File: src/rtl/alt_adder_pkg.sv
package alt_adder_pkg;

    // Classification of one operand pair
    typedef struct packed {
        logic gen;   // both ones
        logic prop;  // operands differ
        logic del;   // both zeros
    } pair_class_t;

    function automatic pair_class_t classify_pair(input logic x, input logic y);
        pair_class_t c;
        c.gen  = x & y;
        c.prop = x ^ y;
        c.del  = ~x & ~y;
        return c;
    endfunction

endpackage

File: src/rtl/alt_fa_core.sv
// Full-adder core with complemented carry output.
module alt_fa_core
    import alt_adder_pkg::*;
(
    input  logic x_in,
    input  logic y_in,
    input  logic cy_in,
    output logic sum_out,
    output logic cy_out_n
);

    pair_class_t cls_d;

    always_comb begin
        cls_d    = classify_pair(x_in, y_in);
        // propagate selects between true and complemented incoming carry
        sum_out  = cls_d.prop ? ~cy_in : cy_in;
        // complemented carry: pass on inverted carry, else the delete term
        cy_out_n = cls_d.prop ? ~cy_in : cls_d.del;

        AST_ONE_CLASS: assert ($onehot({cls_d.gen, cls_d.prop, cls_d.del}))
            else $error("pair class not unique");
        AST_SUM_PARITY: assert (sum_out == (x_in ^ y_in ^ cy_in))
            else $error("sum bit parity wrong");
        if (cls_d.gen) begin
            AST_GEN_CARRY: assert (cy_out_n == 1'b0)
                else $error("generate did not set carry");
        end
        if (cls_d.del) begin
            AST_DEL_KILL: assert (cy_out_n == 1'b1)
                else $error("delete did not kill carry");
        end
        if (cls_d.prop) begin
            AST_PROP_PASS: assert (cy_out_n == ~cy_in)
                else $error("propagate did not pass carry");
        end
    end

endmodule

File: src/rtl/alt_parity_slice.sv
// One bit slice; ODD_POS selects the complemented-input variant.
module alt_parity_slice #(
    parameter bit ODD_POS = 1'b0
) (
    input  logic a_bit,
    input  logic b_bit,
    input  logic cy_in,     // true at even positions, complemented at odd
    output logic sum_bit,   // always true polarity
    output logic cy_out     // opposite polarity to cy_in
);

    logic core_x_d, core_y_d, core_sum_d, core_cy_n_d;

    generate
        if (ODD_POS) begin : g_odd
            // operands enter inverted; inversion property keeps the chain correct
            always_comb begin
                core_x_d = ~a_bit;
                core_y_d = ~b_bit;
                sum_bit  = ~core_sum_d;
            end
        end else begin : g_even
            always_comb begin
                core_x_d = a_bit;
                core_y_d = b_bit;
                sum_bit  = core_sum_d;
            end
        end
    endgenerate

    alt_fa_core i_core (
        .x_in    (core_x_d),
        .y_in    (core_y_d),
        .cy_in   (cy_in),
        .sum_out (core_sum_d),
        .cy_out_n(core_cy_n_d)
    );

    assign cy_out = core_cy_n_d;

endmodule

File: src/rtl/alt_ripple_adder.sv
module alt_ripple_adder #(
    parameter int WIDTH = 16
) (
    input  logic [WIDTH-1:0] op_a,
    input  logic [WIDTH-1:0] op_b,
    input  logic             carry_in,
    output logic [WIDTH-1:0] sum,
    output logic             carry_out
);

    // chain end polarity: true when the last cell is odd
    localparam bit LAST_ODD = ((WIDTH - 1) % 2) == 1;

    logic [WIDTH:0] chain_d;

    assign chain_d[0] = carry_in;

    generate
        for (genvar k = 0; k < WIDTH; k++) begin : g_bit
            alt_parity_slice #(
                .ODD_POS((k % 2) == 1)
            ) i_slice (
                .a_bit  (op_a[k]),
                .b_bit  (op_b[k]),
                .cy_in  (chain_d[k]),
                .sum_bit(sum[k]),
                .cy_out (chain_d[k+1])
            );
        end
        if (LAST_ODD) begin : g_out_true
            assign carry_out = chain_d[WIDTH];
        end else begin : g_out_fix
            assign carry_out = ~chain_d[WIDTH];
        end
    endgenerate

endmodule

File: config.mk
export PLATFORM = sky130hd
export DESIGN_NAME = alt_ripple_adder
export DESIGN_NICKNAME = d
export VERILOG_FILES = /design/src/rtl/alt_adder_pkg.sv /design/src/rtl/alt_fa_core.sv /design/src/rtl/alt_parity_slice.sv /design/src/rtl/alt_ripple_adder.sv
export SDC_FILE = /design/constraint.sdc
export NUM_CORES = 1
export LEC_CHECK = 0
export ABC_AREA = 1
export BUFFER_PORTS_ARGS = -buffer_cell sky130_fd_sc_hd__buf_2
export CORE_MARGIN = 2
export CORE_UTILIZATION = 40
export DETAILED_ROUTE_END_ITERATION = 16
export PLACE_DENSITY = 0.83
export SETUP_SLACK_MARGIN = 0.2
export SLEW_MARGIN = 10
export SYNTH_ARGS = -nofsm -noshare
export SYNTH_HDL_FRONTEND = slang
export SYNTH_SLANG_ARGS = --single-unit
File: constraint.sdc
create_clock -name vclk -period 11.4
set_clock_uncertainty 0.05 [all_clocks]
set_input_delay 1.14 -clock vclk [all_inputs]
set_output_delay 1.14 -clock vclk [all_outputs]
set_load 0.02 [all_outputs]
==> results.sh, run 1 <==
export IMPL_final_seq_area_um2=0
export IMPL_drtIter0Drc=0
export IMPL_fin_hold_ws_ns=2.609
export IMPL_remaining_drc_errors=0
export IMPL_most_common_cell_after_layout_fill_and_taps_aside="buf_2"
export IMPL_grt_pass1_vias=651
export IMPL_crit_type="in -> out"
export IMPL_worst_ep_required_time_ns=10.21
export IMPL_chipHeight_um=48.95
export IMPL_grt_max_degree=4
export IMPL_fmax_ghz=0.1289
export IMPL_cts_resized_gates=0
export IMPL_design_seq_count=0
export IMPL_initial_utilization_pct=41.62
export IMPL_wl_per_cell_um=8.841
export IMPL_post_dp_hpwl_um=1345
export IMPL_power_leakage_nw=0.5672
export IMPL_vias=662
export IMPL_final_antenna_net_count=0
export IMPL_gpl_final_weighted_congestion=0.6406
export IMPL_final_layout_size_suffix_gt1_share_pct=41.13
export IMPL_start_kind="input port"
export IMPL_crit_buf_inv=4
export IMPL_drt_first_pass_iters=1
export IMPL_initial_antenna_violation_count=0
export IMPL_power_density_nw_per_um2=63.34
export IMPL_design_power_total_uw=61.58
export IMPL_cts_repair_timing_setup_buffer_count=0
export IMPL_critPathMostFrequentCell="fa_1"
export IMPL_core_um2=1942
export IMPL_grt_first_pass_wirelength_um=2394
export IMPL_grt_util_all_layers_pct=11.94
export IMPL_outcome="finished clean"
export IMPL_design_die_area_um2=2396
export IMPL_layout_area_overhead_pct=20.28
export IMPL_num_clock_buffers=0
export IMPL_crit_cells=18
export IMPL_synth_yosys_seq_area_share_pct=0
export IMPL_ys_warnings_count=0
export IMPL_most_common_layout_cells="buf_2, inv_1, fa_1"
export IMPL_synth_avg_cell_area_um2=8.981
export IMPL_layout_min_cycle_time_ns=7.760
export IMPL_worstPathCellList="buf_2 > inv_1 > fa_1 > inv_1 > fa_1 > fa_1 > fa_1 > fa_1 > fa_1 > fa_1 > fa_1 > fa_1 > fa_1 > fa_1 > fa_1 > fa_1 > xor2_1 > buf_2"
export IMPL_worstHoldPathCells=3
export IMPL_timing_final_max_slew_violations=0
export IMPL_final_period_utilization_pct=68.07
export IMPL_timing_hold_worst_class="in -> out"
export IMPL_count_of_mapped_cells_out_of_synthesis=90
export IMPL_floorplan_rows=16
export IMPL_rsz0062_at_grt="no"
export IMPL_netlist_area_um2=808.3
export IMPL_worst_slew_margin_rel_pct=92.27
export IMPL_floorplan_io_pins=50
export IMPL_syn_nets=151
export IMPL_maximum_single_stage_delay_on_the_critical_path_ns=0.40
export IMPL_maximum_capacitance_violations=0
export IMPL_crit_path_top_delay_cell="fa_1"
export IMPL_endpoint_kind="output port"
export IMPL_arrival_ns=6.57
export IMPL_crit_path_max_fanout=2
export IMPL_die_w_um=48.95
export IMPL_detail_route_vias_per_cell=4.384
export IMPL_synth_lib_cells_used_distinct=10
export IMPL_ctsHoldBuffers=0
export IMPL_max_vdd_ir_drop_uv=33.23
export IMPL_antenna_fix_cells=0
export IMPL_tns_ns=0
export IMPL_worst_tran_pin_value_ns=0.1155
export IMPL_globalRoute_totalOverflow=0
export IMPL_timing_hold_violations_final=0
export IMPL_setup_viol=0
export IMPL_finalWirelength_um=1335
export IMPL_port_buffers=50
export IMPL_final_net_count=187
export IMPL_critical_path_top_delay_family="adder cells"
export IMPL_finish_utilization_pct=50.06
through the flow:
stage / setup slack (ns) / cell area, um^2 / std cells
2_1_floorplan: 3.951 / 808.3 / 90
3_3_place_gp: 3.699 / 972.2 / 151
3_5_place_dp: 3.610 / 972.2 / 151
4_1_cts: 3.607 / 972.2 / 151
5_1_grt: 3.408 / 972.2 / 151
6_report: 3.640 / 972.2 / 151
cell families after synthesis:
| family | Yosys count | synth area share [%] |
|---|---|---|
| compound gates | 12 | 11.30 |
| xor+xnor | 1 | 1.084 |
| fa+ha+maj | 28 | 57.28 |
| buf+inv | 35 | 23.69 |
| simple gates | 14 | 6.655 |
power by group:
group	total (mW)	internal, mW	switching (mW)	leakage [nW]
Clock	0	0	0	0
Combinational	0.0616	0.0253	0.0362	0.567
Sequential	0	0	0	0
layout make-up:
type	instances	area [um^2]
Timing Repair Buffer	50	250.2
Inverter	19	71.32
Multi-Input combinational cell	55	616.8
Tap cell	27	33.78
Fill cell	192	969.7
synth_stat cells (all sizes together):
master,number,area (um^2)
inv,19,71.32
buf,16,120.1
fa,15,300.3
ha,13,162.7
nand2,12,45.04
o21a,11,82.58
a21oi,1,8.760
nand3,1,5.000
nor2,1,3.750
xor2,1,8.760
worst paths after layout:
| check | from | endpoint | slack [ns] |
|---|---|---|---|
| max | op_a[0] | sum[13] | 3.64 |
| min | op_b[14] | sum[14] | 2.61 |
per-layer routing:
layer  GRT usage (%)  wire [um]  vias to the layer above  part of all wire (%)
met3           1.227        127                        0                   9.5
li1                -          -                      332                     -
met5               0          0                        -                     0
met2           26.94        770                       33                    58
met4               0          0                        0                     0
met1           11.80        437                      297                    33
(Power assumes the default switching activity.)
==> inputs of run 2 (changes only) <==
--- a/config.mk
+++ b/config.mk
@@ -10,7 +10,7 @@
 export CORE_MARGIN = 2
 export CORE_UTILIZATION = 40
 export DETAILED_ROUTE_END_ITERATION = 16
-export PLACE_DENSITY = 0.83
+export PLACE_DENSITY = 0.86
 export SETUP_SLACK_MARGIN = 0.2
 export SLEW_MARGIN = 10
 export SYNTH_ARGS = -nofsm -noshare
==> constraint.sdc (replaced) <==
create_clock -name vclk -period 7.1
set_clock_uncertainty 0.05 [all_clocks]
set_input_delay 0.71 -clock vclk [all_inputs]
set_output_delay 0.71 -clock vclk [all_outputs]
set_load 0.02 [all_outputs]
==> run 2 against run 1 <==
  * Sequential share of layout area unchanged
  * Global-route usage down 0.38 points
  * Via count down 0.30%
  * Count of clock-buffer cells in the layout unchanged
  * Largest cell class unchanged
==> results.sh, run 2 (synthesized netlist as in run 1, its figures left out) <==
export IMPL_maximum_single_stage_delay_on_the_critical_path_ns=0.40
export IMPL_finalWirelength_um=1406
export IMPL_power_leakage_nw=0.5648
export IMPL_routedLengthMet1_um=487
export IMPL_grt_first_pass_wirelength_um=2256
export IMPL_most_common_cell_after_layout_fill_and_taps_aside="buf_2"
export IMPL_setup_viol=0
export IMPL_finish_instance_area_um2=984.7
export IMPL_number_of_cells_in_the_finished_layout_apart_from_fillers=151
export IMPL_start_kind="input port"
export IMPL_worst_hold_path_endpoint="sum[15]"
export IMPL_max_vdd_ir_drop_uv=62.61
export IMPL_num_clock_buffers=0
export IMPL_drt_first_pass_iters=4
export IMPL_floorplan_io_pins=50
export IMPL_routed_top_layer="met3"
export IMPL_remaining_drc_errors=0
export IMPL_final_antenna_net_count=0
export IMPL_total_instance_count_after_detailed_placement=151
export IMPL_final_layout_size_suffix_gt1_share_pct=44.35
export IMPL_worst_tran_pin_value_ns=0.1475
export IMPL_wl_met2_um=755
export IMPL_floorplan_rows=16
export IMPL_worst_slew_margin_rel_pct=90.13
export IMPL_vias=660
export IMPL_gpl_final_weighted_congestion=0.6617
export IMPL_worst_ep_required_time_ns=6.34
export IMPL_timing_hold_worst_class="in -> out"
export IMPL_crit_cells=18
export IMPL_multiInputGateArea_um2=626.9
export IMPL_post_dp_hpwl_um=1356
export IMPL_crit_buf_inv=4
export IMPL_drtIter0Drc=3
export IMPL_worstPathCellList="buf_2 > inv_1 > fa_1 > inv_1 > fa_1 > fa_2 > fa_2 > fa_1 > fa_1 > fa_1 > fa_1 > fa_1 > fa_2 > fa_2 > fa_1 > fa_1 > xor2_1 > buf_4"
export IMPL_initial_utilization_pct=41.62
export IMPL_grt_max_degree=4
export IMPL_timing_final_max_slew_violations=0
export IMPL_crit_path_top_delay_cell="fa_1"
export IMPL_most_common_layout_cells="buf_2, inv_1, ha_1"
export IMPL_timing_hold_violations_final=0
export IMPL_rsz0062_at_grt="no"
export IMPL_globalRoute_totalOverflow=0
export IMPL_port_buffers=50
export IMPL_critical_path_top_delay_family="adder cells"
export IMPL_placement_cell_area_um2=972.2
export IMPL_crit_path_max_fanout=2
export IMPL_wl_per_cell_um=9.311
export IMPL_wl_met3_um=162
export IMPL_final_seq_area_um2=0
export IMPL_crit_type="in -> out"
export IMPL_tns_ns=0
export IMPL_critPathMostFrequentCell="fa_1"
export IMPL_chipHeight_um=48.95
export IMPL_grt_util_all_layers_pct=11.56
export IMPL_detail_route_vias_per_cell=4.371
export IMPL_layout_min_cycle_time_ns=6.703
export IMPL_design_die_area_um2=2396
export IMPL_endpoint_kind="output port"
export IMPL_core_um2=1942
export IMPL_fmax_ghz=0.1492
export IMPL_layout_area_overhead_pct=21.83
export IMPL_worstHoldPathCells=3
export IMPL_power_density_nw_per_um2=103.2
export IMPL_final_period_utilization_pct=94.41
export IMPL_die_w_um=48.95
export IMPL_design_seq_count=0
export IMPL_final_net_count=187
export IMPL_grt_pass1_vias=588
export IMPL_startpoint_of_the_lowest_slack_hold_path="op_b[15]"
export IMPL_nFillCells=197
export IMPL_maximum_capacitance_violations=0
export IMPL_arrival_ns=5.94
export IMPL_antenna_fix_cells=0
export IMPL_outcome="finished clean"
export IMPL_initial_antenna_violation_count=0
-- run 2: area by class of cell --
type / instances / share of cell area, %
inverter: 19 / 7.243
multi-input combinational: 55 / 63.66
tap: 27 / 3.431
timing repair buffer: 50 / 25.67
-- run 2: timing repair --
| action | in CTS | in global routing |
|---|---|---|
| pin swaps | 0 | 0 |
| hold buffers | 0 | 0 |
| setup buffers | 0 | 0 |
| cloned | 0 | 0 |
| hold endpoints to repair | 0 | 0 |
| setup endpoints to repair | 2 | 2 |
| gates resized for setup | 3 | 2 |
-- run 2: stage by stage --
stage	setup slack, ns	hold slack [ns]	utilization, %	power, mW
6_report	0.3969	1.749	50.71	0.1016
4_1_cts	0.2386	1.752	50.45	0.1028
3_5_place_dp	0.1213	1.752	50.06	0.1010
3_3_place_gp	0.2641	1.750	50.06	0.09673
5_1_grt	0.2111	1.761	50.71	0.1137
2_1_floorplan	0.5112	1.633	-	0.08902
-- run 2: worst max-delay path by stage --
stage	start	endpoint	slack, ns
floorplan	op_a[0]	sum[13]	0.51
CTS	op_a[0]	sum[13]	0.24
global placement	op_a[0]	sum[13]	0.26
finish	op_a[0]	sum[13]	0.40
global route	op_a[0]	sum[13]	0.21
detailed placement	op_a[0]	sum[13]	0.12
-- run 2: per-layer routing --
| metal | global-route usage (%) | up-vias |
|---|---|---|
| met2 | 25.11 | 36 |
| met3 | 2.147 | 0 |
| met5 | 0 | - |
| met1 | 11.65 | 292 |
| met4 | 0 | 0 |
| li1 | - | 332 |
-- run 2: report_power, final --
group | internal [mW] | total (mW) | switching (mW)
registers | 0 | 0 | 0
clock network | 0 | 0 | 0
logic | 0.0422 | 0.102 | 0.0594
total | 0.0422 | 0.102 | 0.0594
-- run 2: worst min-delay path: stages --
cell and delay [ns]:
buf_2 0.09, fa_1 0.14, buf_2 0.15
